## config.mk

```make
export PLATFORM = sky130hd
export DESIGN_NAME = flash_xact_engine
export DESIGN_NICKNAME = d
export VERILOG_FILES = /design/src/rtl/fxe_pkg.sv /design/src/rtl/fxe_regs.sv /design/src/rtl/fxe_seq.sv /design/src/rtl/flash_xact_engine.sv
export SDC_FILE = /design/constraint.sdc
export NUM_CORES = 1
export LEC_CHECK = 0
export ABC_AREA = 1
export BUFFER_PORTS_ARGS = -buffer_cell sky130_fd_sc_hd__buf_2
export CELL_PAD_IN_SITES_DETAIL_PLACEMENT = 1
export CELL_PAD_IN_SITES_GLOBAL_PLACEMENT = 1
export CORE_MARGIN = 2
export CORE_UTILIZATION = 50
export CTS_CLUSTER_DIAMETER = 50
export DETAILED_ROUTE_END_ITERATION = 10
export GPL_ROUTABILITY_DRIVEN = 0
export PLACE_DENSITY = 0.9
export SETUP_SLACK_MARGIN = 0.02
export SYNTH_ARGS = -nofsm -noshare
export SYNTH_HDL_FRONTEND = slang
export SYNTH_HIERARCHICAL = 1
export SYNTH_SLANG_ARGS = --single-unit
```

## constraint.sdc

```tcl
create_clock -name clk -period 9.02 [get_ports clk]
set_input_delay 0.451 -clock clk [delete_from_list [all_inputs] [get_ports clk]]
set_output_delay 0.451 -clock clk [all_outputs]
set_load 0.1 [all_outputs]
```

## src/rtl/fxe_pkg.sv

```systemverilog
package fxe_pkg;

  typedef enum logic [2:0] {
    PH_CMD   = 3'd0,
    PH_ADDR  = 3'd1,
    PH_DUMMY = 3'd2,
    PH_WR    = 3'd3,
    PH_RD    = 3'd4,
    PH_END   = 3'd5
  } phase_e;

  localparam logic [7:0] OFF_CFG  = 8'h08;
  localparam logic [7:0] OFF_CTL  = 8'h0C;
  localparam logic [7:0] OFF_CMD  = 8'h10;
  localparam logic [7:0] OFF_ADDR = 8'h14;

  // Number of byte slots (SCLK periods) per byte for a lane code.
  function automatic logic [3:0] slots_of(input logic [1:0] code);
    case (code)
      2'd0:    return 4'd8;
      2'd1:    return 4'd4;
      default: return 4'd2;
    endcase
  endfunction

  function automatic logic [3:0] lane_mask(input logic [1:0] code);
    case (code)
      2'd0:    return 4'b0001;
      2'd1:    return 4'b0011;
      default: return 4'b1111;
    endcase
  endfunction

  // Slice of a byte driven in a given slot, MSB first.
  function automatic logic [3:0] lane_bits(input logic [7:0] b, input logic [1:0] code,
                                           input logic [2:0] slot);
    logic [7:0] t;
    case (code)
      2'd0: begin
        t = b << slot;
        return {3'b000, t[7]};
      end
      2'd1: begin
        t = b << {slot[1:0], 1'b0};
        return {2'b00, t[7:6]};
      end
      default: begin
        t = b << {slot[0], 2'b00};
        return t[7:4];
      end
    endcase
  endfunction

  // Shift sampled lines into a partially received byte.
  function automatic logic [7:0] rx_merge(input logic [7:0] cur, input logic [1:0] code,
                                          input logic [3:0] lines);
    case (code)
      2'd0:    return {cur[6:0], lines[1]};
      2'd1:    return {cur[5:0], lines[1:0]};
      default: return {cur[3:0], lines};
    endcase
  endfunction

  function automatic logic [1:0] phase_code(input phase_e ph, input logic [28:0] cfg);
    case (ph)
      PH_CMD:   return cfg[1:0];
      PH_ADDR:  return cfg[3:2];
      PH_WR:    return cfg[5:4];
      PH_DUMMY: return cfg[7:6];
      PH_RD:    return cfg[9:8];
      default:  return 2'd0;
    endcase
  endfunction

  function automatic logic [4:0] phase_len(input phase_e ph, input logic [28:0] cfg,
                                           input logic [4:0] maxd);
    case (ph)
      PH_CMD:   return {4'd0, cfg[10]};
      PH_ADDR:  return (cfg[13:11] > 3'd4) ? 5'd4 : {2'b00, cfg[13:11]};
      PH_DUMMY: return {2'b00, cfg[23:21]};
      PH_WR:    return (cfg[20:16] > maxd) ? maxd : cfg[20:16];
      PH_RD:    return (cfg[28:24] > maxd) ? maxd : cfg[28:24];
      default:  return 5'd0;
    endcase
  endfunction

  // First non-empty phase at or after position 'from'.
  function automatic phase_e find_phase(input int from, input logic [28:0] cfg,
                                        input logic [4:0] maxd);
    phase_e r;
    r = PH_END;
    for (int p = 4; p >= 0; p--) begin
      if (p >= from && phase_len(phase_e'(3'(p)), cfg, maxd) != 5'd0)
        r = phase_e'(3'(p));
    end
    return r;
  endfunction

endpackage

```

## src/rtl/fxe_regs.sv

```systemverilog
module fxe_regs
  import fxe_pkg::*;
#(
  parameter int ADDR_W     = 8,
  parameter int NUM_CS     = 4,
  parameter int DATA_BYTES = 16
) (
  input  logic                      clk,
  input  logic                      rst_n,
  input  logic                      bus_sel,
  input  logic                      bus_we,
  input  logic [ADDR_W-1:0]         bus_addr,
  input  logic [31:0]               bus_wdata,
  output logic [31:0]               bus_rdata,
  input  logic                      done,
  input  logic [8*DATA_BYTES-1:0]   rx_data,
  output logic [28:0]               cfg,
  output logic [7:0]                cmd,
  output logic [31:0]               addr,
  output logic [8*DATA_BYTES-1:0]   wdata,
  output logic [$clog2(NUM_CS)-1:0] cs_sel,
  output logic                      cs_release,
  output logic                      busy,
  output logic                      go,
  output logic                      start_req,
  output logic                      rdy_flag,
  output logic                      irq
);
  localparam int CS_W       = $clog2(NUM_CS);
  localparam int DATA_WORDS = DATA_BYTES / 4;
  localparam int WI_W       = $clog2(DATA_WORDS);
  localparam int HI_W       = ADDR_W - 4;

  logic                    wr_en;
  logic                    hit_cfg, hit_ctl, hit_cmd, hit_addr, hit_wd, in_rd;
  logic [WI_W-1:0]         widx;
  logic                    irq_en;
  logic [8*DATA_BYTES-1:0] rdata_q;

  assign wr_en    = bus_sel && bus_we;
  assign widx     = bus_addr[2 +: WI_W];
  assign hit_cfg  = wr_en && (bus_addr == ADDR_W'(OFF_CFG));
  assign hit_ctl  = wr_en && (bus_addr == ADDR_W'(OFF_CTL));
  assign hit_cmd  = wr_en && (bus_addr == ADDR_W'(OFF_CMD));
  assign hit_addr = wr_en && (bus_addr == ADDR_W'(OFF_ADDR));
  assign hit_wd   = wr_en && (bus_addr[ADDR_W-1:4] == HI_W'(2));
  assign in_rd    = (bus_addr[ADDR_W-1:4] == HI_W'(3));

  assign start_req = hit_ctl && bus_wdata[0];
  assign go        = start_req && !busy;
  assign irq       = rdy_flag && irq_en;

  always_ff @(posedge clk or negedge rst_n) begin
    if (!rst_n) begin
      cfg        <= '0;
      cmd        <= '0;
      addr       <= '0;
      cs_sel     <= '0;
      cs_release <= 1'b1;
      irq_en     <= 1'b0;
      rdy_flag   <= 1'b0;
      busy       <= 1'b0;
      rdata_q    <= '0;
    end else begin
      if (hit_cfg && !busy)  cfg  <= bus_wdata[28:0];
      if (hit_cmd && !busy)  cmd  <= bus_wdata[7:0];
      if (hit_addr && !busy) addr <= bus_wdata;
      if (hit_ctl) begin
        if (!busy) cs_sel <= bus_wdata[8 +: CS_W];
        cs_release <= bus_wdata[16];
        irq_en     <= bus_wdata[25];
      end
      if (done)                            rdy_flag <= 1'b1;
      else if (hit_ctl && bus_wdata[24])   rdy_flag <= 1'b0;
      if (go)        busy <= 1'b1;
      else if (done) busy <= 1'b0;
      if (done) rdata_q <= rx_data;
    end
  end

  for (genvar i = 0; i < DATA_WORDS; i++) begin : g_wd
    logic [31:0] word_q;
    always_ff @(posedge clk or negedge rst_n) begin
      if (!rst_n) word_q <= '0;
      else if (hit_wd && !busy && widx == WI_W'(i)) word_q <= bus_wdata;
    end
    assign wdata[32*i +: 32] = word_q;
  end

  always_comb begin
    bus_rdata = '0;
    if (bus_addr == ADDR_W'(OFF_CFG))       bus_rdata = {3'b000, cfg};
    else if (bus_addr == ADDR_W'(OFF_CTL)) begin
      bus_rdata[0]         = busy;
      bus_rdata[8 +: CS_W] = cs_sel;
      bus_rdata[16]        = cs_release;
      bus_rdata[24]        = rdy_flag;
      bus_rdata[25]        = irq_en;
    end
    else if (bus_addr == ADDR_W'(OFF_CMD))  bus_rdata = {24'd0, cmd};
    else if (bus_addr == ADDR_W'(OFF_ADDR)) bus_rdata = addr;
    else if (bus_addr[ADDR_W-1:4] == HI_W'(2)) bus_rdata = wdata[{widx, 5'b00000} +: 32];
    else if (in_rd)                            bus_rdata = rdata_q[{widx, 5'b00000} +: 32];
  end

endmodule

```

## src/rtl/fxe_seq.sv

```systemverilog
module fxe_seq
  import fxe_pkg::*;
#(
  parameter int DATA_BYTES = 16
) (
  input  logic                    clk,
  input  logic                    rst_n,
  input  logic                    go,
  input  logic [28:0]             cfg,
  input  logic [7:0]              cmd,
  input  logic [31:0]             addr,
  input  logic [8*DATA_BYTES-1:0] wdata,
  input  logic [3:0]              io_in,
  output logic                    sclk,
  output logic [3:0]              io_out,
  output logic [3:0]              io_oe,
  output logic                    done,
  output logic [8*DATA_BYTES-1:0] rx_data,
  output phase_e                  cur_phase,
  output logic                    active
);
  localparam int          BI_W = $clog2(DATA_BYTES);
  localparam logic [4:0]  MAXD = 5'(DATA_BYTES);

  phase_e     ph, first_ph, next_ph;
  logic [4:0] bidx, len;
  logic [2:0] slot;
  logic       hi;
  logic [1:0] code;
  logic [3:0] nslots;
  logic [BI_W-1:0] bsel;
  logic [2:0] ashift;
  logic [7:0] tx_byte;
  logic       drive, last_slot, last_byte;
  logic       unused_cfg;

  assign unused_cfg = ^cfg[15:14];
  assign code      = phase_code(ph, cfg);
  assign len       = phase_len(ph, cfg, MAXD);
  assign nslots    = slots_of(code);
  assign first_ph  = find_phase(0, cfg, MAXD);
  assign next_ph   = find_phase(int'(ph) + 1, cfg, MAXD);
  assign bsel      = bidx[BI_W-1:0];
  assign ashift    = 3'(len - 5'd1 - bidx);
  assign last_slot = (slot == 3'(nslots - 4'd1));
  assign last_byte = (bidx == len - 5'd1);
  assign drive     = active && (ph == PH_CMD || ph == PH_ADDR || ph == PH_WR);

  always_comb begin
    case (ph)
      PH_CMD:  tx_byte = cmd;
      PH_ADDR: tx_byte = addr[{ashift[1:0], 3'b000} +: 8];
      PH_WR:   tx_byte = wdata[{bsel, 3'b000} +: 8];
      default: tx_byte = 8'd0;
    endcase
  end

  assign io_oe     = drive ? lane_mask(code) : 4'b0000;
  assign io_out    = drive ? lane_bits(tx_byte, code, slot) : 4'b0000;
  assign sclk      = hi;
  assign cur_phase = ph;

  always_ff @(posedge clk or negedge rst_n) begin
    if (!rst_n) begin
      ph      <= PH_END;
      bidx    <= '0;
      slot    <= '0;
      hi      <= 1'b0;
      active  <= 1'b0;
      done    <= 1'b0;
      rx_data <= '0;
    end else begin
      done <= 1'b0;
      if (go) begin
        ph      <= first_ph;
        bidx    <= '0;
        slot    <= '0;
        hi      <= 1'b0;
        rx_data <= '0;
        active  <= (first_ph != PH_END);
        done    <= (first_ph == PH_END);
      end else if (active) begin
        if (!hi) begin
          hi <= 1'b1;
          if (ph == PH_RD)
            rx_data[{bsel, 3'b000} +: 8] <= rx_merge(rx_data[{bsel, 3'b000} +: 8], code, io_in);
        end else begin
          hi <= 1'b0;
          if (!last_slot) begin
            slot <= slot + 3'd1;
          end else begin
            slot <= '0;
            if (!last_byte) begin
              bidx <= bidx + 5'd1;
            end else begin
              bidx <= '0;
              ph   <= next_ph;
              if (next_ph == PH_END) begin
                active <= 1'b0;
                done   <= 1'b1;
              end
            end
          end
        end
      end
    end
  end

endmodule

```

## src/rtl/flash_xact_engine.sv

```systemverilog
module flash_xact_engine
  import fxe_pkg::*;
#(
  parameter int ADDR_W     = 8,
  parameter int NUM_CS     = 4,
  parameter int DATA_BYTES = 16
) (
  input  logic              clk,
  input  logic              rst_n,
  input  logic              bus_sel,
  input  logic              bus_we,
  input  logic [ADDR_W-1:0] bus_addr,
  input  logic [31:0]       bus_wdata,
  output logic [31:0]       bus_rdata,
  output logic              irq,
  output logic              sclk,
  output logic [NUM_CS-1:0] cs_n,
  output logic [3:0]        io_out,
  output logic [3:0]        io_oe,
  input  logic [3:0]        io_in
);
  localparam int CS_W = $clog2(NUM_CS);

  logic [28:0]             cfg;
  logic [7:0]              cmd;
  logic [31:0]             addr;
  logic [8*DATA_BYTES-1:0] wdata, rx_data;
  logic [CS_W-1:0]         cs_sel;
  logic                    cs_release, busy, go, start_req, rdy_flag, done;
  logic                    seq_act;
  phase_e                  seq_phase;
  logic                    start_while_busy;

  assign start_while_busy = start_req && busy;

  fxe_regs #(.ADDR_W(ADDR_W), .NUM_CS(NUM_CS), .DATA_BYTES(DATA_BYTES)) u_regs (
    .clk(clk), .rst_n(rst_n), .bus_sel(bus_sel), .bus_we(bus_we), .bus_addr(bus_addr),
    .bus_wdata(bus_wdata), .bus_rdata(bus_rdata), .done(done), .rx_data(rx_data),
    .cfg(cfg), .cmd(cmd), .addr(addr), .wdata(wdata), .cs_sel(cs_sel),
    .cs_release(cs_release), .busy(busy), .go(go), .start_req(start_req),
    .rdy_flag(rdy_flag), .irq(irq)
  );

  fxe_seq #(.DATA_BYTES(DATA_BYTES)) u_seq (
    .clk(clk), .rst_n(rst_n), .go(go), .cfg(cfg), .cmd(cmd), .addr(addr), .wdata(wdata),
    .io_in(io_in), .sclk(sclk), .io_out(io_out), .io_oe(io_oe), .done(done),
    .rx_data(rx_data), .cur_phase(seq_phase), .active(seq_act)
  );

  for (genvar i = 0; i < NUM_CS; i++) begin : g_cs
    assign cs_n[i] = !((cs_sel == CS_W'(i)) && (busy || !cs_release));
  end

endmodule

```

==> metrics.cfg <==
[outcome]
outcome=finished clean

[cells_and_area]
drive_gt1_frac=0.0925
area_growth_pct=10.8
nets=3622
fin_util=0.563
finalNonFillerCells=4271
antennaDiodeCount=0

[route]
wirelength_um=110000
wl_per_cell_um=25.8
dr.pass1.iters=6
drtIter0Drc=3117
avgViaCountPerCell=6.19
postRouteAntennaNets=0
drc=0
vias=26400

[global_routing]
antenna_found_initial=0
grt_pass1_vias=27500
grt_max_degree=165
overflow=0
busiest_layer=met2
grt_pass1_wl_um=167000
grt_util_met3=0.111
grt_usage=0.417
grtUsageMet2=0.636
grtUsageMet1=0.506

[placement]
portBuffers=93
dpl.cell_count=4172
dpl.hpwl_um=73700
place_ws_ns=3.97

[power_and_ir_drop]
leakagePower_uw=0.0138
seqPwrFrac=0.448
p_sw_uw=1140
power_frac_comb=0.041
swShare=0.240
power.total_uw=4750
vdd_drop_max_v=0.000167
p_int_uw=3610
power_density_nw_per_um2=168
power_frac_clock=0.511

[synth]
syn-cell-area_sq_um=25600
yosysWarnings=6
synthesis.nets=3613
synth.avg_cell_area_sq_um=7.20
synthCells=3551

[floorplanning]
fp.dieArea_sq_um=52900
ioPinCount=94
die_y_um=230
core_area_sq_um=50300
die_w_um=230
std_cell_rows=82
initial_core_util=0.508

[worst_setup_path]
crit_family=simple AND/OR/NAND/NOR gates
startpoint=u_seq/cur_phase[0]$_DFFE_PN1P_
cpMostUsedCell=nand2_1
r2r_slack_ns=4.17
worst-endpoint-required_ns=8.57
worstPathArrival_ns=5.47
path_buf_inv=4
critPathCaptureType=primary output
worstSetupPathType=register to primary output
start_kind=register
path_cells=ha_1 -> ha_1 -> nand2_1 -> nor2_1 -> nor4_4 -> inv_1 -> ha_1 -> inv_1 -> nand2_1 -> and2_0 -> nand3_1 -> nand3_1 -> nand2_1 -> inv_1 -> nand2_1 -> nand2_1 -> nand2_1 -> nand3_1 -> nand3_1 -> nand2_1 -> a21oi_1 -> buf_2
critPathMaxStageDelay_ns=0.69
cp_max_fo=17
cp_slowest_cell=ha_1
timing.rr.start=u_seq/bidx[0]$_DFFE_PN0P_

[sta]
fin_crit_sh=0.656
fmax_mhz=169
worst_pin_slew_ns=1.19
max_slew_margin=0.206
finClkSkew_ns=0.0251
layout_setup_ws_ns=3.10
finalSetupViolations=0
hold_violations=0
final_max_slew_viol_count=0
fin_crit_ns=5.92
setup_tns_ns=0
rsz0062_at_grt=false

[cts]
cts.sinks=473
htreeDepth=2
cts_root_buffer=clkbuf_16
clock_latency_ns=0.66
clkTransAtPathRegs_ns=0.06
cts_setup_buffers=0
cts_resized=0
cts_tree=done
numCtsBuffers=57
hold_buffers=1
clockBufferDepth=3

[run]
drv_cap=0

[hold_path]
hp-start=bus_wdata[31]
min_path_type=input port to register

==> path summary, 6_finish.rpt <==
kind	end	depth (start not counted)
min in group asynchronous	u_seq/rx_data[85]$_DFFE_PN0P_	2
setup / recovery	io_out[0]	22
max in group asynchronous	u_regs/cmd[6]$_DFFE_PN0P_	3
hold / removal	u_regs/g_wd[2].word_q[31]$_DFFE_PN0P_	3
setup reg to reg	u_seq/rx_data[17]$_DFFE_PN0P_	7
hold reg to reg	u_regs/rdata_q[40]$_DFFE_PN0P_	2
==> power by group through the flow <==
stage / Clock (uW) / Combinational, uW / Sequential (uW)
after CTS: 2430 / 194 / 2130
after global placement: 0 / 187 / 2160
final: 2430 / 194 / 2130
after floorplan: 0 / 82.4 / 2170
after detailed placement: 0 / 193 / 2160
after global routing: 2520 / 209 / 2130
==> layout by cell type (no fill, tap or decap), drive strengths merged, types with 16 or more instances in the layout <==
| master | count |
|---|---|
| clkbuf | 75 |
| a21oi | 53 |
| inv | 348 |
| buf | 125 |
| nand4 | 25 |
| o211ai | 20 |
| dfrtp | 470 |
| o21ai | 433 |
| nor2 | 315 |
| or2 | 32 |
| nand2 | 1266 |
| nor3 | 16 |
| nand3 | 296 |
| o22ai | 43 |
==> worst register-to-register path, delay by kind of cell (launching register included) <==
kind	cells	cell delay, ns
compound gates	1	0.30
fa+ha+maj	1	0.90
buf+inv	3	1.37
flops	1	0.80
simple gates	2	1.35
==> routing by layer <==
layer	wire length, um	up-vias	part of all wire
met5	0	-	0
met2	48600	1674	0.44
li1	-	11300	-
met4	10100	0	0.092
met1	40200	13000	0.37
met3	11200	509	0.10
==> sequential cells by signal (all words and copies together), names as in the netlist <==
register,count
u_regs/rdata_q,128
u_seq/bidx,5
u_regs/cs_release,1
u_seq/slot,3
u_regs/cs_sel,2
u_seq/done,1
u_seq/sclk,1
u_regs/cmd,8
u_regs/irq_en,1
u_regs/busy,1
u_regs/addr,32
u_regs/cfg,29
u_seq/active,1
u_seq/rx_data,128
u_regs/rdy_flag,1
u_regs/g_wd.word_q,128
u_seq/cur_phase,3
==> final cells by class <==
type	instances	area [sq um]
clock buffer	75	1570
sequential	473	11800
clock inverter	23	353
multi-input combinational	2553	11600
fill	6434	22000
inverter	349	1330
timing repair buffer	126	751
tap	672	841
==> per-stage QoR <==
step | instance area [sq um] | hold WS (ns)
finish | 28300 | 0.140
global route | 28300 | 0.164
CTS | 28300 | 0.148
detailed placement | 26400 | 0.459
global placement | 26400 | 0.454
floorplan | 25600 | 0.155
(Power assumes the default switching activity.)
